<file path="config.mk">
export PLATFORM = sky130hd
export DESIGN_NAME = busCycleCtl
export DESIGN_NICKNAME = d
export VERILOG_FILES = /design/src/rtl/busCyclePkg.sv /design/src/rtl/busCycleFsm.sv /design/src/rtl/busCycleDatapath.sv /design/src/rtl/busCycleCtl.sv
export SDC_FILE = /design/constraint.sdc
export NUM_CORES = 1
export LEC_CHECK = 0
export ABC_CLOCK_PERIOD_IN_PS = 2100
export BUFFER_PORTS_ARGS = -buffer_cell sky130_fd_sc_hd__buf_2
export CORE_ASPECT_RATIO = 1.1
export CORE_UTILIZATION = 45
export CTS_BUF_LIST = sky130_fd_sc_hd__clkbuf_4 sky130_fd_sc_hd__clkbuf_8 sky130_fd_sc_hd__clkbuf_16
export CTS_CLUSTER_SIZE = 25
export DETAILED_ROUTE_END_ITERATION = 8
export PLACE_DENSITY = 0.91
export SETUP_SLACK_MARGIN = 0.5
export SYNTH_ARGS = -nofsm -noshare
export SYNTH_HDL_FRONTEND = slang
export SYNTH_SLANG_ARGS = --single-unit
</file>
<file path="constraint.sdc">
create_clock -name clk -period 2.1 [get_ports clk]
set_input_delay 0.315 -clock clk [delete_from_list [all_inputs] [get_ports clk]]
set_output_delay 0.315 -clock clk [all_outputs]
set_load 0.02 [all_outputs]
</file>
<file path="src/rtl/busCyclePkg.sv">
package busCyclePkg;

  typedef enum logic [2:0] {
    ST_IDLE,
    ST_T1,
    ST_T2,
    ST_T3,
    ST_TW,
    ST_T4,
    ST_HOLD
  } busState_e;

  // Strobes from the control FSM to the datapath
  typedef struct packed {
    logic loadCycle;   // latch the chosen request on this edge
    logic pickDma;     // source of the request being latched
    logic addrPhase;   // T1
    logic dataPhase;   // T2, T3, TW, T4
    logic captureRead; // sample adIn on this edge
    logic isWrite;     // direction of the cycle in flight
    logic isDma;       // owner of the cycle in flight
  } busStrobe_t;

  localparam logic [2:0] STAT_READ    = 3'b101;
  localparam logic [2:0] STAT_WRITE   = 3'b110;
  localparam logic [2:0] STAT_PASSIVE = 3'b111;

endpackage

</file>
<file path="src/rtl/busCycleFsm.sv">
module busCycleFsm
  import busCyclePkg::*;
(
  input  logic       clk,
  input  logic       rst,
  input  logic       cpuReq,
  input  logic       cpuWrite,
  input  logic       dmaReq,
  input  logic       dmaWrite,
  input  logic       hold,
  input  logic       srdy,
  input  logic       ardySync,
  output busStrobe_t strobes,
  output logic       aleOut,
  output logic       rdN,
  output logic       wrN,
  output logic       denN,
  output logic       dtR,
  output logic [2:0] statN,
  output logic       lockN,
  output logic       ctlOe,
  output logic       busOe,
  output logic       hlda,
  output logic       cpuDone,
  output logic       dmaDone
);

  busState_e state, stateNext;
  logic cycWrite, cycDma;
  logic rstDly;
  logic ready, startCycle, strobeWin, inCycle;

  assign ready      = srdy | ardySync;
  assign startCycle = (state == ST_IDLE) && !hold && (dmaReq || cpuReq);
  assign strobeWin  = (state == ST_T2) || (state == ST_T3) || (state == ST_TW);
  assign inCycle    = (state == ST_T1) || strobeWin || (state == ST_T4);

  always_comb begin
    stateNext = state;
    unique case (state)
      ST_IDLE: begin
        if (hold)                  stateNext = ST_HOLD;
        else if (dmaReq || cpuReq) stateNext = ST_T1;
      end
      ST_T1:   stateNext = ST_T2;
      ST_T2:   stateNext = ST_T3;
      ST_T3:   stateNext = ready ? ST_T4 : ST_TW;
      ST_TW:   stateNext = ready ? ST_T4 : ST_TW;
      ST_T4:   stateNext = hold ? ST_HOLD : ST_IDLE;
      ST_HOLD: stateNext = hold ? ST_HOLD : ST_IDLE;
      default: stateNext = ST_IDLE;
    endcase
  end

  always_ff @(posedge clk) begin
    if (rst) begin
      state    <= ST_IDLE;
      cycWrite <= 1'b0;
      cycDma   <= 1'b0;
    end else begin
      state <= stateNext;
      if (startCycle) begin
        cycDma   <= dmaReq;
        cycWrite <= dmaReq ? dmaWrite : cpuWrite;
      end
    end
  end

  // Remembers whether the previous clock was already in reset
  always_ff @(posedge clk) rstDly <= rst;

  always_comb begin
    strobes.loadCycle   = startCycle && !rst;
    strobes.pickDma     = dmaReq;
    strobes.addrPhase   = (state == ST_T1);
    strobes.dataPhase   = strobeWin || (state == ST_T4);
    strobes.captureRead = ((state == ST_T3) || (state == ST_TW)) && ready && !cycWrite;
    strobes.isWrite     = cycWrite;
    strobes.isDma       = cycDma;
  end

  always_comb begin
    if (rst) begin
      aleOut  = 1'b0;
      rdN     = 1'b1;
      wrN     = 1'b1;
      denN    = 1'b1;
      dtR     = 1'b0;
      statN   = STAT_PASSIVE;
      lockN   = 1'b1;
      ctlOe   = !rstDly;
      busOe   = 1'b0;
      hlda    = 1'b0;
      cpuDone = 1'b0;
      dmaDone = 1'b0;
    end else begin
      aleOut  = (state == ST_T1);
      rdN     = !(strobeWin && !cycWrite);
      wrN     = !(strobeWin && cycWrite);
      denN    = !(strobeWin || ((state == ST_T4) && cycWrite));
      dtR     = cycWrite;
      statN   = ((state == ST_T1) || strobeWin) ? (cycWrite ? STAT_WRITE : STAT_READ)
                                               : STAT_PASSIVE;
      lockN   = 1'b1;
      ctlOe   = (state != ST_HOLD);
      busOe   = inCycle;
      hlda    = (state == ST_HOLD);
      cpuDone = (state == ST_T4) && !cycDma;
      dmaDone = (state == ST_T4) && cycDma;
    end
  end

  AST_ALE_SINGLE: assert property (@(posedge clk) disable iff (rst)
    aleOut |=> !aleOut);
  AST_STROBE_EXCL: assert property (@(posedge clk) disable iff (rst)
    !(!rdN && !wrN));
  AST_DONE_ONEHOT: assert property (@(posedge clk) disable iff (rst)
    $onehot0({cpuDone, dmaDone}));
  AST_DONE_SINGLE: assert property (@(posedge clk) disable iff (rst)
    (cpuDone || dmaDone) |=> !(cpuDone || dmaDone));

endmodule

</file>
<file path="src/rtl/busCycleDatapath.sv">
module busCycleDatapath
  import busCyclePkg::*;
#(
  parameter int ADDR_W      = 20,
  parameter int DATA_W      = 16,
  parameter int SYNC_STAGES = 2
) (
  input  logic                       clk,
  input  logic                       rst,
  input  busStrobe_t                 strobes,
  input  logic                       busOe,
  input  logic [ADDR_W-1:1]          cpuAddr,
  input  logic [DATA_W-1:0]          cpuWdata,
  input  logic [1:0]                 cpuByteEn,
  input  logic [ADDR_W-1:1]          dmaAddr,
  input  logic [DATA_W-1:0]          dmaWdata,
  input  logic [1:0]                 dmaByteEn,
  input  logic [DATA_W-1:0]          adIn,
  input  logic                       ardy,
  output logic [DATA_W-1:0]          adOut,
  output logic                       adOe,
  output logic [ADDR_W-DATA_W-1:0]   upperOut,
  output logic                       upperOe,
  output logic                       bheN,
  output logic                       bheOe,
  output logic                       dtrOe,
  output logic [DATA_W-1:0]          rdData,
  output logic                       ardySync
);

  localparam int UPPER_W = ADDR_W - DATA_W;

  logic [ADDR_W-1:1]      addrQ;
  logic [DATA_W-1:0]      wdataQ;
  logic [1:0]             beQ;
  logic [SYNC_STAGES-1:0] syncQ;

  always_ff @(posedge clk) begin
    if (rst) begin
      addrQ  <= '0;
      wdataQ <= '0;
      beQ    <= '0;
      rdData <= '0;
    end else begin
      if (strobes.loadCycle) begin
        addrQ  <= strobes.pickDma ? dmaAddr   : cpuAddr;
        wdataQ <= strobes.pickDma ? dmaWdata  : cpuWdata;
        beQ    <= strobes.pickDma ? dmaByteEn : cpuByteEn;
      end
      if (strobes.captureRead) rdData <= adIn;
    end
  end

  // Asynchronous ready synchronizer, depth chosen by parameter
  generate
    if (SYNC_STAGES == 1) begin : gSync1
      always_ff @(posedge clk) begin
        if (rst) syncQ <= '0;
        else     syncQ <= ardy;
      end
    end else begin : gSyncN
      always_ff @(posedge clk) begin
        if (rst) syncQ <= '0;
        else     syncQ <= {syncQ[SYNC_STAGES-2:0], ardy};
      end
    end
  endgenerate
  assign ardySync = syncQ[SYNC_STAGES-1];

  always_comb begin
    adOut    = strobes.addrPhase ? {addrQ[DATA_W-1:1], ~beQ[0]} : wdataQ;
    adOe     = busOe && (strobes.addrPhase || (strobes.dataPhase && strobes.isWrite));
    upperOut = strobes.addrPhase ? addrQ[ADDR_W-1:DATA_W]
                                 : {strobes.isDma, {(UPPER_W-1){1'b0}}};
    upperOe  = busOe;
    bheN     = ~beQ[1];
    bheOe    = busOe;
    dtrOe    = busOe;
  end

  AST_CAPTURE_FLOAT: assert property (@(posedge clk) disable iff (rst)
    strobes.captureRead |-> !adOe);

endmodule

</file>
<file path="src/rtl/busCycleCtl.sv">
module busCycleCtl
  import busCyclePkg::*;
#(
  parameter int ADDR_W      = 20,
  parameter int DATA_W      = 16,
  parameter int SYNC_STAGES = 2
) (
  input  logic                     clk,
  input  logic                     rst,
  input  logic                     cpuReq,
  input  logic                     cpuWrite,
  input  logic [ADDR_W-1:1]        cpuAddr,
  input  logic [DATA_W-1:0]        cpuWdata,
  input  logic [1:0]               cpuByteEn,
  output logic                     cpuDone,
  input  logic                     dmaReq,
  input  logic                     dmaWrite,
  input  logic [ADDR_W-1:1]        dmaAddr,
  input  logic [DATA_W-1:0]        dmaWdata,
  input  logic [1:0]               dmaByteEn,
  output logic                     dmaDone,
  output logic [DATA_W-1:0]        rdData,
  output logic [DATA_W-1:0]        adOut,
  output logic                     adOe,
  input  logic [DATA_W-1:0]        adIn,
  output logic [ADDR_W-DATA_W-1:0] upperOut,
  output logic                     upperOe,
  output logic                     bheN,
  output logic                     bheOe,
  output logic                     aleOut,
  output logic                     rdN,
  output logic                     wrN,
  output logic                     denN,
  output logic                     dtR,
  output logic                     dtrOe,
  output logic [2:0]               statN,
  output logic                     lockN,
  output logic                     ctlOe,
  input  logic                     srdy,
  input  logic                     ardy,
  input  logic                     hold,
  output logic                     hlda
);

  busStrobe_t strobes;
  logic       busOe;
  logic       ardySync;

  busCycleFsm uFsm (
    .clk      (clk),
    .rst      (rst),
    .cpuReq   (cpuReq),
    .cpuWrite (cpuWrite),
    .dmaReq   (dmaReq),
    .dmaWrite (dmaWrite),
    .hold     (hold),
    .srdy     (srdy),
    .ardySync (ardySync),
    .strobes  (strobes),
    .aleOut   (aleOut),
    .rdN      (rdN),
    .wrN      (wrN),
    .denN     (denN),
    .dtR      (dtR),
    .statN    (statN),
    .lockN    (lockN),
    .ctlOe    (ctlOe),
    .busOe    (busOe),
    .hlda     (hlda),
    .cpuDone  (cpuDone),
    .dmaDone  (dmaDone)
  );

  busCycleDatapath #(
    .ADDR_W      (ADDR_W),
    .DATA_W      (DATA_W),
    .SYNC_STAGES (SYNC_STAGES)
  ) uDatapath (
    .clk       (clk),
    .rst       (rst),
    .strobes   (strobes),
    .busOe     (busOe),
    .cpuAddr   (cpuAddr),
    .cpuWdata  (cpuWdata),
    .cpuByteEn (cpuByteEn),
    .dmaAddr   (dmaAddr),
    .dmaWdata  (dmaWdata),
    .dmaByteEn (dmaByteEn),
    .adIn      (adIn),
    .ardy      (ardy),
    .adOut     (adOut),
    .adOe      (adOe),
    .upperOut  (upperOut),
    .upperOe   (upperOe),
    .bheN      (bheN),
    .bheOe     (bheOe),
    .dtrOe     (dtrOe),
    .rdData    (rdData),
    .ardySync  (ardySync)
  );

  AST_HOLD_QUIET: assert property (@(posedge clk) disable iff (rst)
    hlda |-> (!adOe && !upperOe && !bheOe && !dtrOe && !ctlOe && !aleOut));

endmodule

</file>
==> flow_metrics.tcl <==
set metrics [dict create \
    slowest_stage "dfxtp_4" \
    area_growth_pct 82.2 \
    clk_latency_ns 0.33 \
    critPathArrivalTime_ns 1.69 \
    grt_usage 0.269 \
    synth-adder-area-share 0 \
    cts_buffers 9 \
    core_area_um2 6270 \
    rsz0062_at_grt "true" \
    wl_um 10600 \
    critical-path-max-stage-delay_ns 0.36 \
    gp_congestion 0.851 \
    finalHoldViolCount 0 \
    port_buffers 150 \
    power_density_nw_per_um2 842 \
    postSynth.asyncResetShare 0 \
    grt_pass1_vias 3070 \
    viasPerCell 5.48 \
    grt_pass1_wl_um 14200 \
    synth-seq-cells 61 \
    slew_violations 0 \
    relSlewSlack 0.613 \
    crit_fanout 5 \
    overflow 0 \
    min_period_ns 2.00 \
    start_util 0.473 \
    die_w_um 79.4 \
    critPathKind "register to output port" \
    final_cells 592 \
    cts_tree "done" \
    fin_area_um2 5400 \
    synth_edf_count 0 \
    worst_ep_required_time_ns 1.78 \
    p_leak_nw 2.44 \
    crit_chain "nor3b_4 > buf_6 > buf_12 > buf_16 > mux2i_2 > buf_4" \
    diodes 0 \
    grt_max_degree 29 \
    fin_worst_skew_ns 0.00747 \
    hp-class "input pin to register" \
    syn_inst 317 \
    cts-root-buf "clkbuf_8" \
    antenna_found_initial 0 \
    ir_drop_mv 0.600 \
    cts_buffer_depth 2 \
    synth_top_family_by_area "multiplexers" \
    drive_gt1_frac 0.615 \
    fin_util 0.862 \
    dpl_cell_area_um2 3820 \
    first_pass_iters 4 \
    cts.clk_slew.worst_paths_ns 0.07 \
    drc_errors 0 \
    end_kind "output port" \
    std_cell_rows 30 \
    vias 3246 \
    start_kind "register" \
    cts.sinks 61 \
    syn_avg_cell_area_um2 9.35 \
    yosysUniqueCellTypes 35 \
    syn_area_um2 2960 \
    io_pins 153 \
    muxShareOfSynthArea 0.254 \
    dieArea_um2 6920 \
    synth-seq-area-share 0.412 \
    tightest_slew_ns 0.581 \
    fill_cells 312 \
    synth-compound-area-share 0.136 \
    synth_xor_xnor_area_share 0 \
    h-tree-depth 3 \
    ys_warn_count 0 \
    place_hpwl_um 5200 \
    synthFlopType "dfxtp_1" \
    wire_per_inst_um 18.0 \
    ant_nets 0 \
    setup_tns_ns 0 \
    synth_simple_gate_area_frac 0.135 \
    setup_viol_count_final 0 \
    period_share 0.953 \
    drt_iter0_drc 120 \
    dp.cells 528 \
    die_h_um 87.1 \
    timing.fmax_ghz 0.500 \
    status "finished clean" \
    fin_nets 607 \
    maxCapViolCount 0 \
]
-- per-layer routing --
| metal | track usage | up-vias | wire, um |
|---|---|---|---|
| li1 | - | 1502 | - |
| met2 | 0.515 | 166 | 5610 |
| met1 | 0.269 | 1535 | 3910 |
| met3 | 0.0586 | 43 | 622 |
| met5 | 0 | - | 0 |
| met4 | 0.136 | 0 | 485 |
-- power breakdown --
part           switching [W]  internal, W
registers          0.0000957      0.00130
clock network       0.000458     0.000706
logic               0.000923      0.00106
total                0.00148      0.00307
-- registers in the layout, indices dropped and copies added, names as in the netlist --
signal	cells
uFsm.rstDly	1
uFsm.cycDma	1
uDatapath.addrQ	19
uDatapath.wdataQ	16
uDatapath.beQ	2
uFsm.cycWrite	1
uFsm.state	3
uDatapath.syncQ	2
uDatapath.rdData	16
-- path summary, 6_finish.rpt --
| kind | from | slack (ns) | end | depth (start not counted) |
|---|---|---|---|---|
| worst max register to register | uFsm.state[1] | 0.17 | uDatapath.rdData[8] | 7 |
| worst min register to register | uDatapath.syncQ[0] | 0.47 | uDatapath.syncQ[1] | 1 |
| worst min-delay path | ardy | 0.21 | uDatapath.syncQ[0] | 2 |
| worst max-delay path | uFsm.state[2] | 0.1 | adOut[0] | 6 |
-- metrics by stage --
step / hold WS, ns / setup WS [ns] / total power (W)
2_1_floorplan: 0.343 / 0.295 / 0.00213
3_3_place_gp: 0.435 / 0.348 / 0.00241
3_5_place_dp: 0.440 / 0.227 / 0.00245
4_1_cts: 0.198 / 0.135 / 0.00414
5_1_grt: 0.209 / 0.0405 / 0.00473
6_report: 0.207 / 0.0987 / 0.00455
-- cell usage after synthesis, types with 3 or more instances --
cell type	n	area share
dfxtp_1	61	0.41
mux2_2	17	0.065
o21ai_0	3	0.0051
clkbuf_1	16	0.020
a31oi_1	3	0.0063
nor2_1	63	0.080
nand2_1	8	0.010
nor2b_1	4	0.0084
and2_1	3	0.0063
a21oi_1	5	0.0084
buf_4	7	0.018
buf_2	5	0.0084
inv_1	5	0.0063
a211oi_1	37	0.094
mux2i_1	56	0.19
-- worst max-delay path: cells and delay by family, from the launching register on --
family / cells / cell delay, ns
multiplexers: 1 / 0.21
buffers and inverters: 4 / 0.54
flip-flops: 1 / 0.36
AND/OR/NAND/NOR: 1 / 0.25
-- kinds of logic (layout without fill, tap and decap cells) --
family                 Yosys count  after routing
muxes                           73             73
and+or+nand+nor                 90             90
AOI/OAI and AO/OA               55             55
DFF                             61             61
other                            1              2
buffers and inverters           37            231
-- layout make-up --
class                           count  area (um^2)  share of cell area
Clock buffer                       11          145              0.0269
Inverter                            5         21.3             0.00394
Multi-Input combinational cell    220         1980               0.367
Clock inverter                      4         72.6              0.0134
Timing Repair Buffer              211         1850               0.342
Tap cell                           80          100              0.0185
Sequential cell                    61         1230               0.228
-- layout by cell type (no fill, tap or decap), types with 9 or more instances in the layout --
| cell | instances |
|---|---|
| mux2i_1 | 55 |
| a211oi_2 | 37 |
| buf_16 | 9 |
| buf_2 | 118 |
| mux2_4 | 17 |
| dfxtp_1 | 57 |
| nor2_1 | 49 |
| nor2_2 | 11 |
| buf_6 | 46 |
| buf_4 | 22 |
| clkbuf_8 | 10 |
-- timing repair --
| action | 4_1_cts | 5_1_grt |
|---|---|---|
| gates resized for setup | 120 | 74 |
| pin swaps | 9 | 36 |
| hold buffers | 0 | 0 |
| cloned | 9 | 7 |
| setup buffers | 21 | 12 |
| endpoints found under the setup margin | 89 | 91 |
No activity file was read; power rests on OpenSTA's default activity.
